--- src/rtl/cnu_pkg.sv ---
package cnu_pkg;

   typedef enum logic [1:0] {
      ST_IDLE    = 2'd0,
      ST_COLLECT = 2'd1,
      ST_EMIT    = 2'd2,
      ST_DONE    = 2'd3
   } cnu_state_t;

   // symmetric clip to [-lim, lim]
   function automatic int clip_sym(input int v, input int lim);
      if (v > lim)  return lim;
      if (v < -lim) return -lim;
      return v;
   endfunction

endpackage

--- src/rtl/cnu_msg_store.sv ---
module cnu_msg_store #(
   parameter int ROWS    = 4,
   parameter int MAX_DEG = 32,
   parameter int W       = 5,
   parameter int ROW_W   = 2,
   parameter int IDX_W   = 5
) (
   input  logic             clk,
   input  logic             rst_n,
   input  logic [ROW_W-1:0] rd_row,
   input  logic [IDX_W-1:0] rd_idx,
   output logic [W-1:0]     rd_data,
   input  logic             wr_en,
   input  logic [ROW_W-1:0] wr_row,
   input  logic [IDX_W-1:0] wr_idx,
   input  logic [W-1:0]     wr_data
);

   logic [W-1:0] mem [ROWS][MAX_DEG];

   always_ff @(posedge clk or negedge rst_n) begin
      if (!rst_n) begin
         for (int r = 0; r < ROWS; r++)
            for (int e = 0; e < MAX_DEG; e++)
               mem[r][e] <= '0;
      end else if (wr_en) begin
         mem[wr_row][wr_idx] <= wr_data;
      end
   end

   generate
      if (ROWS == 1) begin : g_one_row
         assign rd_data = mem[0][rd_idx];
      end else begin : g_multi_row
         assign rd_data = mem[rd_row][rd_idx];
      end
   endgenerate

endmodule

--- src/rtl/cnu_min_tracker.sv ---
module cnu_min_tracker #(
   parameter int MAG_W = 6,
   parameter int IDX_W = 5
) (
   input  logic             clk,
   input  logic             rst_n,
   input  logic             clear,
   input  logic             upd,
   input  logic [IDX_W-1:0] idx,
   input  logic [MAG_W-1:0] mag,
   input  logic             sgn,
   output logic [MAG_W-1:0] min1,
   output logic [MAG_W-1:0] min2,
   output logic [IDX_W-1:0] min_idx,
   output logic             parity
);

   always_ff @(posedge clk or negedge rst_n) begin
      if (!rst_n) begin
         min1    <= '1;
         min2    <= '1;
         min_idx <= '0;
         parity  <= 1'b0;
      end else if (clear) begin
         min1    <= '1;
         min2    <= '1;
         min_idx <= '0;
         parity  <= 1'b0;
      end else if (upd) begin
         parity <= parity ^ sgn;
         if (mag < min1) begin
            min2    <= min1;
            min1    <= mag;
            min_idx <= idx;
         end else if (mag < min2) begin
            min2 <= mag;
         end
      end
   end

endmodule

--- src/rtl/cnu_edge_out.sv ---
module cnu_edge_out
   import cnu_pkg::*;
#(
   parameter int TNM_W  = 7,
   parameter int EMN_W  = 5,
   parameter int LLR_W  = 5,
   parameter int MAG_W  = 6,
   parameter int IDX_W  = 5,
   parameter int OFFSET = 1
) (
   input  logic [TNM_W-1:0] tnm,
   input  logic [IDX_W-1:0] edge_idx,
   input  logic [MAG_W-1:0] min1,
   input  logic [MAG_W-1:0] min2,
   input  logic [IDX_W-1:0] min_idx,
   input  logic             parity,
   output logic [EMN_W-1:0] emsg,
   output logic [LLR_W-1:0] llr
);

   localparam int EMN_MAX = 2**(EMN_W-1) - 1;
   localparam int LLR_MAX = 2**(LLR_W-1) - 1;

   logic [MAG_W-1:0] sel;
   logic [MAG_W-1:0] red;
   logic [MAG_W-1:0] capped;
   logic             sgn;

   assign sel = (edge_idx == min_idx) ? min2 : min1;

   generate
      if (OFFSET == 0) begin : g_plain
         assign red = sel;
      end else begin : g_offset
         assign red = (sel > MAG_W'(OFFSET)) ? (sel - MAG_W'(OFFSET)) : '0;
      end
   endgenerate

   assign capped = (int'(red) > EMN_MAX) ? MAG_W'(EMN_MAX) : red;
   assign sgn    = parity ^ tnm[TNM_W-1];

   always_comb begin
      int m;
      int e;
      int s;
      m    = int'(capped);
      e    = sgn ? -m : m;
      emsg = EMN_W'(e);
      s    = int'($signed(tnm)) + e;
      llr  = LLR_W'(clip_sym(s, LLR_MAX));
   end

endmodule

--- src/rtl/chk_node_unit.sv ---
module chk_node_unit
   import cnu_pkg::*;
#(
   parameter int LLR_W   = 5,
   parameter int TNM_W   = 7,
   parameter int EMN_W   = 5,
   parameter int MAX_DEG = 32,
   parameter int ROWS    = 4,
   parameter int OFFSET  = 1,
   localparam int IDX_W  = (MAX_DEG > 1) ? $clog2(MAX_DEG) : 1,
   localparam int DEG_W  = $clog2(MAX_DEG + 1),
   localparam int ROW_W  = (ROWS > 1) ? $clog2(ROWS) : 1
) (
   input  logic             clk,
   input  logic             rst_n,
   input  logic             start_i,
   input  logic [ROW_W-1:0] row_sel_i,
   input  logic [DEG_W-1:0] row_deg_i,
   input  logic             llr_valid_i,
   input  logic [LLR_W-1:0] llr_i,
   output logic             busy_o,
   output logic             out_valid_o,
   output logic [LLR_W-1:0] llr_o,
   output logic [EMN_W-1:0] emsg_o,
   output logic             done_o
);

   localparam int MAG_W   = TNM_W - 1;
   localparam int TNM_MAX = 2**(TNM_W-1) - 1;

   generate
      if (MAX_DEG < 2) begin : g_bad_deg
         $error("chk_node_unit: MAX_DEG must be at least 2");
      end
      if (ROWS < 1) begin : g_bad_rows
         $error("chk_node_unit: ROWS must be at least 1");
      end
      if (TNM_W <= LLR_W || TNM_W <= EMN_W) begin : g_bad_tnm
         $error("chk_node_unit: TNM_W must exceed LLR_W and EMN_W");
      end
   endgenerate

   cnu_state_t       state;
   logic [IDX_W-1:0] cnt;
   logic [DEG_W-1:0] deg_q;
   logic [ROW_W-1:0] row_q;
   logic [TNM_W-1:0] tbuf [MAX_DEG];

   logic             accept;
   logic             take;
   logic             emit;
   logic             last;
   logic [EMN_W-1:0] old_msg;
   logic [TNM_W-1:0] tnm_new;
   logic [MAG_W-1:0] tnm_mag;
   logic [TNM_W-1:0] tnm_cur;
   logic [MAG_W-1:0] min1, min2;
   logic [IDX_W-1:0] min_idx;
   logic             parity;

   assign accept = (state == ST_IDLE) && start_i &&
                   (row_deg_i >= DEG_W'(2)) && (row_deg_i <= DEG_W'(MAX_DEG)) &&
                   (int'(row_sel_i) < ROWS);
   assign take   = (state == ST_COLLECT) && llr_valid_i;
   assign emit   = (state == ST_EMIT);
   assign last   = (int'(cnt) == int'(deg_q) - 1);

   // variable-to-check value
   always_comb begin
      int d;
      d       = int'($signed(llr_i)) - int'($signed(old_msg));
      tnm_new = TNM_W'(clip_sym(d, TNM_MAX));
      tnm_mag = tnm_new[TNM_W-1] ? MAG_W'(-tnm_new) : MAG_W'(tnm_new);
   end

   always_ff @(posedge clk or negedge rst_n) begin
      if (!rst_n) begin
         state <= ST_IDLE;
         cnt   <= '0;
         deg_q <= '0;
         row_q <= '0;
      end else begin
         case (state)
            ST_IDLE: begin
               if (accept) begin
                  state <= ST_COLLECT;
                  cnt   <= '0;
                  deg_q <= row_deg_i;
                  row_q <= row_sel_i;
               end
            end
            ST_COLLECT: begin
               if (llr_valid_i) begin
                  if (last) begin
                     state <= ST_EMIT;
                     cnt   <= '0;
                  end else begin
                     cnt <= cnt + 1'b1;
                  end
               end
            end
            ST_EMIT: begin
               if (last) begin
                  state <= ST_DONE;
                  cnt   <= '0;
               end else begin
                  cnt <= cnt + 1'b1;
               end
            end
            default: state <= ST_IDLE;
         endcase
      end
   end

   always_ff @(posedge clk) begin
      if (take) tbuf[cnt] <= tnm_new;
   end

   assign tnm_cur = tbuf[cnt];

   cnu_msg_store #(
      .ROWS(ROWS), .MAX_DEG(MAX_DEG), .W(EMN_W), .ROW_W(ROW_W), .IDX_W(IDX_W)
   ) u_store (
      .clk     (clk),
      .rst_n   (rst_n),
      .rd_row  (row_q),
      .rd_idx  (cnt),
      .rd_data (old_msg),
      .wr_en   (emit),
      .wr_row  (row_q),
      .wr_idx  (cnt),
      .wr_data (emsg_o)
   );

   cnu_min_tracker #(
      .MAG_W(MAG_W), .IDX_W(IDX_W)
   ) u_track (
      .clk     (clk),
      .rst_n   (rst_n),
      .clear   (accept),
      .upd     (take),
      .idx     (cnt),
      .mag     (tnm_mag),
      .sgn     (tnm_new[TNM_W-1]),
      .min1    (min1),
      .min2    (min2),
      .min_idx (min_idx),
      .parity  (parity)
   );

   cnu_edge_out #(
      .TNM_W(TNM_W), .EMN_W(EMN_W), .LLR_W(LLR_W),
      .MAG_W(MAG_W), .IDX_W(IDX_W), .OFFSET(OFFSET)
   ) u_out (
      .tnm      (tnm_cur),
      .edge_idx (cnt),
      .min1     (min1),
      .min2     (min2),
      .min_idx  (min_idx),
      .parity   (parity),
      .emsg     (emsg_o),
      .llr      (llr_o)
   );

   assign busy_o      = (state != ST_IDLE);
   assign out_valid_o = emit;
   assign done_o      = (state == ST_DONE);

endmodule

--- config.mk ---
export PLATFORM = sky130hd
export DESIGN_NAME = chk_node_unit
export DESIGN_NICKNAME = d
export VERILOG_FILES = /design/src/rtl/cnu_pkg.sv /design/src/rtl/cnu_msg_store.sv /design/src/rtl/cnu_min_tracker.sv /design/src/rtl/cnu_edge_out.sv /design/src/rtl/chk_node_unit.sv
export SDC_FILE = /design/constraint.sdc
export NUM_CORES = 2
export LEC_CHECK = 0
export ABC_AREA = 1
export CORE_MARGIN = 2
export CORE_UTILIZATION = 30
export DETAILED_ROUTE_END_ITERATION = 6
export SETUP_SLACK_MARGIN = 0.15
export SYNTH_ARGS = -nofsm -noshare
export SYNTH_HDL_FRONTEND = slang
export SYNTH_SLANG_ARGS = --single-unit
--- constraint.sdc ---
create_clock -name clk -period 13.29 [get_ports clk]
set_input_delay 3.3225 -clock clk [delete_from_list [all_inputs] [get_ports clk]]
set_output_delay 3.3225 -clock clk [all_outputs]
set_load 0.005 [all_outputs]
==> impl_metrics.tcl <==
set metrics [dict create \
    status "finished, violations left" \
    failing_checks "DRC" \
    cts_setup_buffers 0 \
    ys_seq_elements 897 \
    area_grow_syn2layout_pct 14.1 \
    gp_congestion 0.887 \
    fp.dieArea_um2 135000 \
    timing.setup.critical_path_class "reg2out" \
    globalRouteOverflowTotal 0 \
    cp-end-kind "output port" \
    cts_resized 0 \
    maxSlewHeadroom 0.179 \
    cts_hold_buffers 0 \
    synth_ff_type "sky130_fd_sc_hd__dfrtp_1" \
    synth_sequential_area_ratio 0.596 \
    cts_tree "yes" \
    drt-total-wl_um 129000 \
    post-synth-top-area-fraction 0.418 \
    synthTopCellsByCount "sky130_fd_sc_hd__nand2_1 (804), sky130_fd_sc_hd__dfrtp_1 (661), sky130_fd_sc_hd__o21ai_0 (467)" \
    grt_antenna_before_repair 1 \
    mappedNetlistArea_um2 39600 \
    grt_setup_unrepaired "false" \
    power.static_leakage_nw 18.3 \
    syn_inst 4133 \
    vdd_drop_max_v 0.000308 \
    p_per_area_nw_per_um2 273 \
    rows 133 \
    hold_ws_ns 0.484 \
    netlist.top_cell.by_area "sky130_fd_sc_hd__dfrtp_1" \
    ff2ff_setup_slack_ns 5.05 \
    fin_setup_tns_ns 0 \
    cts_inserted_buffers 96 \
    synth-warning-count 0 \
    tightest_slew_ns 1.22 \
    io_buffers 29 \
    crit_end "llr_o[3]" \
    clk_path_buf_depth 3 \
    report.final.slew_viol_count 0 \
    synthMostInstantiatedCell "sky130_fd_sc_hd__nand2_1" \
    dp_hpwl_um 81400 \
    synth-async-reset-ratio 0.750 \
    clk_transition_reported_paths_ns 0.06 \
    max_stage_delay_ns 0.86 \
    residual_antenna_violating_net_count_after_detailed_routing 0 \
    n_fill_cell 13258 \
    crit_path_start_kind "flip-flop" \
    timing.reg2reg.worst_path_depth 33 \
    fmax_mhz 85.6 \
    die_h_um 367 \
    pin_count_of_the_biggest_net_entering_global_routing 169 \
    synth_edf_count 224 \
    coreArea_um2 131000 \
    path_common_cell "sky130_fd_sc_hd__nand2_1" \
    boundaryPins 30 \
    cp_data_required_time_ns 9.97 \
    worst_ep_arrival_time_ns 8.36 \
    cts.sinks 897 \
    grt_first_pass_wirelength_um 196000 \
    r2r-start "row_q[0]" \
    setup.worst_path.start "cnt[2]" \
    antennaDiodeCount 0 \
    clk_latency_worst_skew_pair_ns 0.69 \
    via_count 31579 \
    htree_levels 3 \
    drt-pass1-iter-count 7 \
    multi_input_area_um2 14400 \
    number_of_global_route_vias_before_repair 30302 \
    fin_nets 4153 \
    maxCapViolCount 0 \
    vias_per_cell 5.33 \
    syn-mean-instance-area_um2 9.58 \
    synth.distinct_cells 67 \
    layout-drive-gt1-share 0.0755 \
    crit_path_top_delay_cell "sky130_fd_sc_hd__dfrtp_1" \
    die_w_um 367 \
    drt-wirelength-per-cell_um 21.8 \
    hp-class "reg2reg" \
    worstPathMaxFanout 62 \
    yosys-top-cells-area "sky130_fd_sc_hd__dfrtp_1 (42%), sky130_fd_sc_hd__edfxtp_1 (17%), sky130_fd_sc_hd__nand2_1 (7.6%)" \
    skew_ns 0.0358 \
    final-seq-area_um2 23600 \
    final.period_utilization 0.879 \
    finalSetupViolCount 0 \
    syn-num-nets 4187 \
    drt_iter0_drc 3625 \
    worstReg2RegEnd "u_track.min2[1]" \
    clockRootBuffer "sky130_fd_sc_hd__clkbuf_16" \
    drcViolationCount 1 \
    layout_min_cycle_time_ns 11.69 \
    timing_hold_violations_final 0 \
    initial_utilization 0.301 \
    grtUsageTotal 0.188 \
]
how the worst min path moves through the flow:
stage / endpoint / from / cells after the start / slack [ns]
6_report: u_store.mem[326] / u_store.mem[326] / 2 / 0.48
5_1_grt: u_store.mem[276] / u_store.mem[276] / 2 / 0.51
4_1_cts: u_store.mem[84] / u_store.mem[84] / 2 / 0.49
3_5_place_dp: u_store.mem[61] / u_store.mem[61] / 2 / 0.47
3_3_place_gp: u_store.mem[11] / u_store.mem[11] / 2 / 0.47
2_1_floorplan: u_store.mem[201] / u_store.mem[201] / 2 / 0.45
cell type report:
type | count | share of cell area
Clock buffer | 125 | 0.0597
Clock inverter | 48 | 0.0146
Inverter | 213 | 0.0180
Multi-Input combinational cell | 2806 | 0.320
Sequential cell | 897 | 0.522
Tap cell | 1755 | 0.0486
Timing Repair Buffer | 85 | 0.0170
report_power, final:
part | switching (mW) | internal [mW]
clock network | 1.16 | 1.69
registers | 0.170 | 3.50
logic | 4.52 | 1.27
total | 5.85 | 6.47
layer usage:
| metal | vias to the layer above | GRT usage | share of wire |
|---|---|---|---|
| li1 | 14368 | - | - |
| met1 | 15668 | 0.258 | 0.43 |
| met2 | 1269 | 0.296 | 0.46 |
| met3 | 274 | 0.0318 | 0.074 |
| met4 | 0 | 0.0753 | 0.042 |
| met5 | - | 0 | 0 |
flip-flops by register name (all words and copies together), names as in the netlist:
signal           count
u_track.min_idx      5
row_q                2
u_store.mem        640
u_track.min1         6
cnt                  5
state                2
tbuf               224
deg_q                6
u_track.parity       1
u_track.min2         6
layout by cell type (no fill, tap or decap), types with 22 or more instances in the layout:
cell / Yosys / routed
sky130_fd_sc_hd__o21ai_0: 467 / 466
sky130_fd_sc_hd__a221oi_1: 30 / 30
sky130_fd_sc_hd__o22ai_1: 48 / 48
sky130_fd_sc_hd__nand3_1: 122 / 122
sky130_fd_sc_hd__nand4_1: 38 / 38
sky130_fd_sc_hd__dfrtp_1: 661 / 659
sky130_fd_sc_hd__a22oi_1: 217 / 217
sky130_fd_sc_hd__nand2_1: 804 / 799
sky130_fd_sc_hd__inv_1: 186 / 184
sky130_fd_sc_hd__a22o_1: 22 / 22
sky130_fd_sc_hd__nor2_1: 441 / 437
sky130_fd_sc_hd__edfxtp_1: 224 / 224
sky130_fd_sc_hd__clkbuf_16: 0 / 99
sky130_fd_sc_hd__o21ai_1: 27 / 26
sky130_fd_sc_hd__a21oi_1: 320 / 319
sky130_fd_sc_hd__buf_4: 1 / 52
sky130_fd_sc_hd__o221ai_1: 38 / 38
sky130_fd_sc_hd__ha_1: 35 / 35
sky130_fd_sc_hd__nor3_1: 27 / 27
sky130_fd_sc_hd__clkdlybuf4s50_1: 0 / 28
per-stage QoR:
stage | setup slack, ns | instances | cell area [µm²] | utilization | total power [mW]
after floorplan | 4.89 | 4133 | 39600 | - | 7.02
after global placement | 2.42 | 5756 | 41800 | 0.318 | 9.42
after detailed placement | 2.31 | 5756 | 41800 | 0.318 | 9.45
after CTS | 1.59 | 5929 | 45200 | 0.344 | 12.3
after global routing | 0.963 | 5929 | 45200 | 0.344 | 12.9
final | 1.60 | 5929 | 45200 | 0.344 | 12.3
critical path: cells and delay by family (launching register included):
family | cells | cell delay (ns)
adders and majority gates | 2 | 0.88
AOI/OAI and AO/OA | 1 | 0.56
DFF | 1 | 0.86
and+or+nand+nor | 24 | 3.84
buffers and inverters | 4 | 1.51
logic make-up (layout without fill, tap and decap cells):
family / Yosys count / count (layout) / synth area share
and+or+nand+nor: 1494 / 1494 / 0.157
AOI/OAI and AO/OA: 1252 / 1252 / 0.188
DFF: 897 / 897 / 0.596
buffers and inverters: 430 / 471 / 0.0419
adders and majority gates: 37 / 37 / 0.0121
xor gates and xnor gates: 22 / 22 / 0.00525
other: 1 / 1 / 0.0000947
No activity file was read; power rests on OpenSTA's default activity.
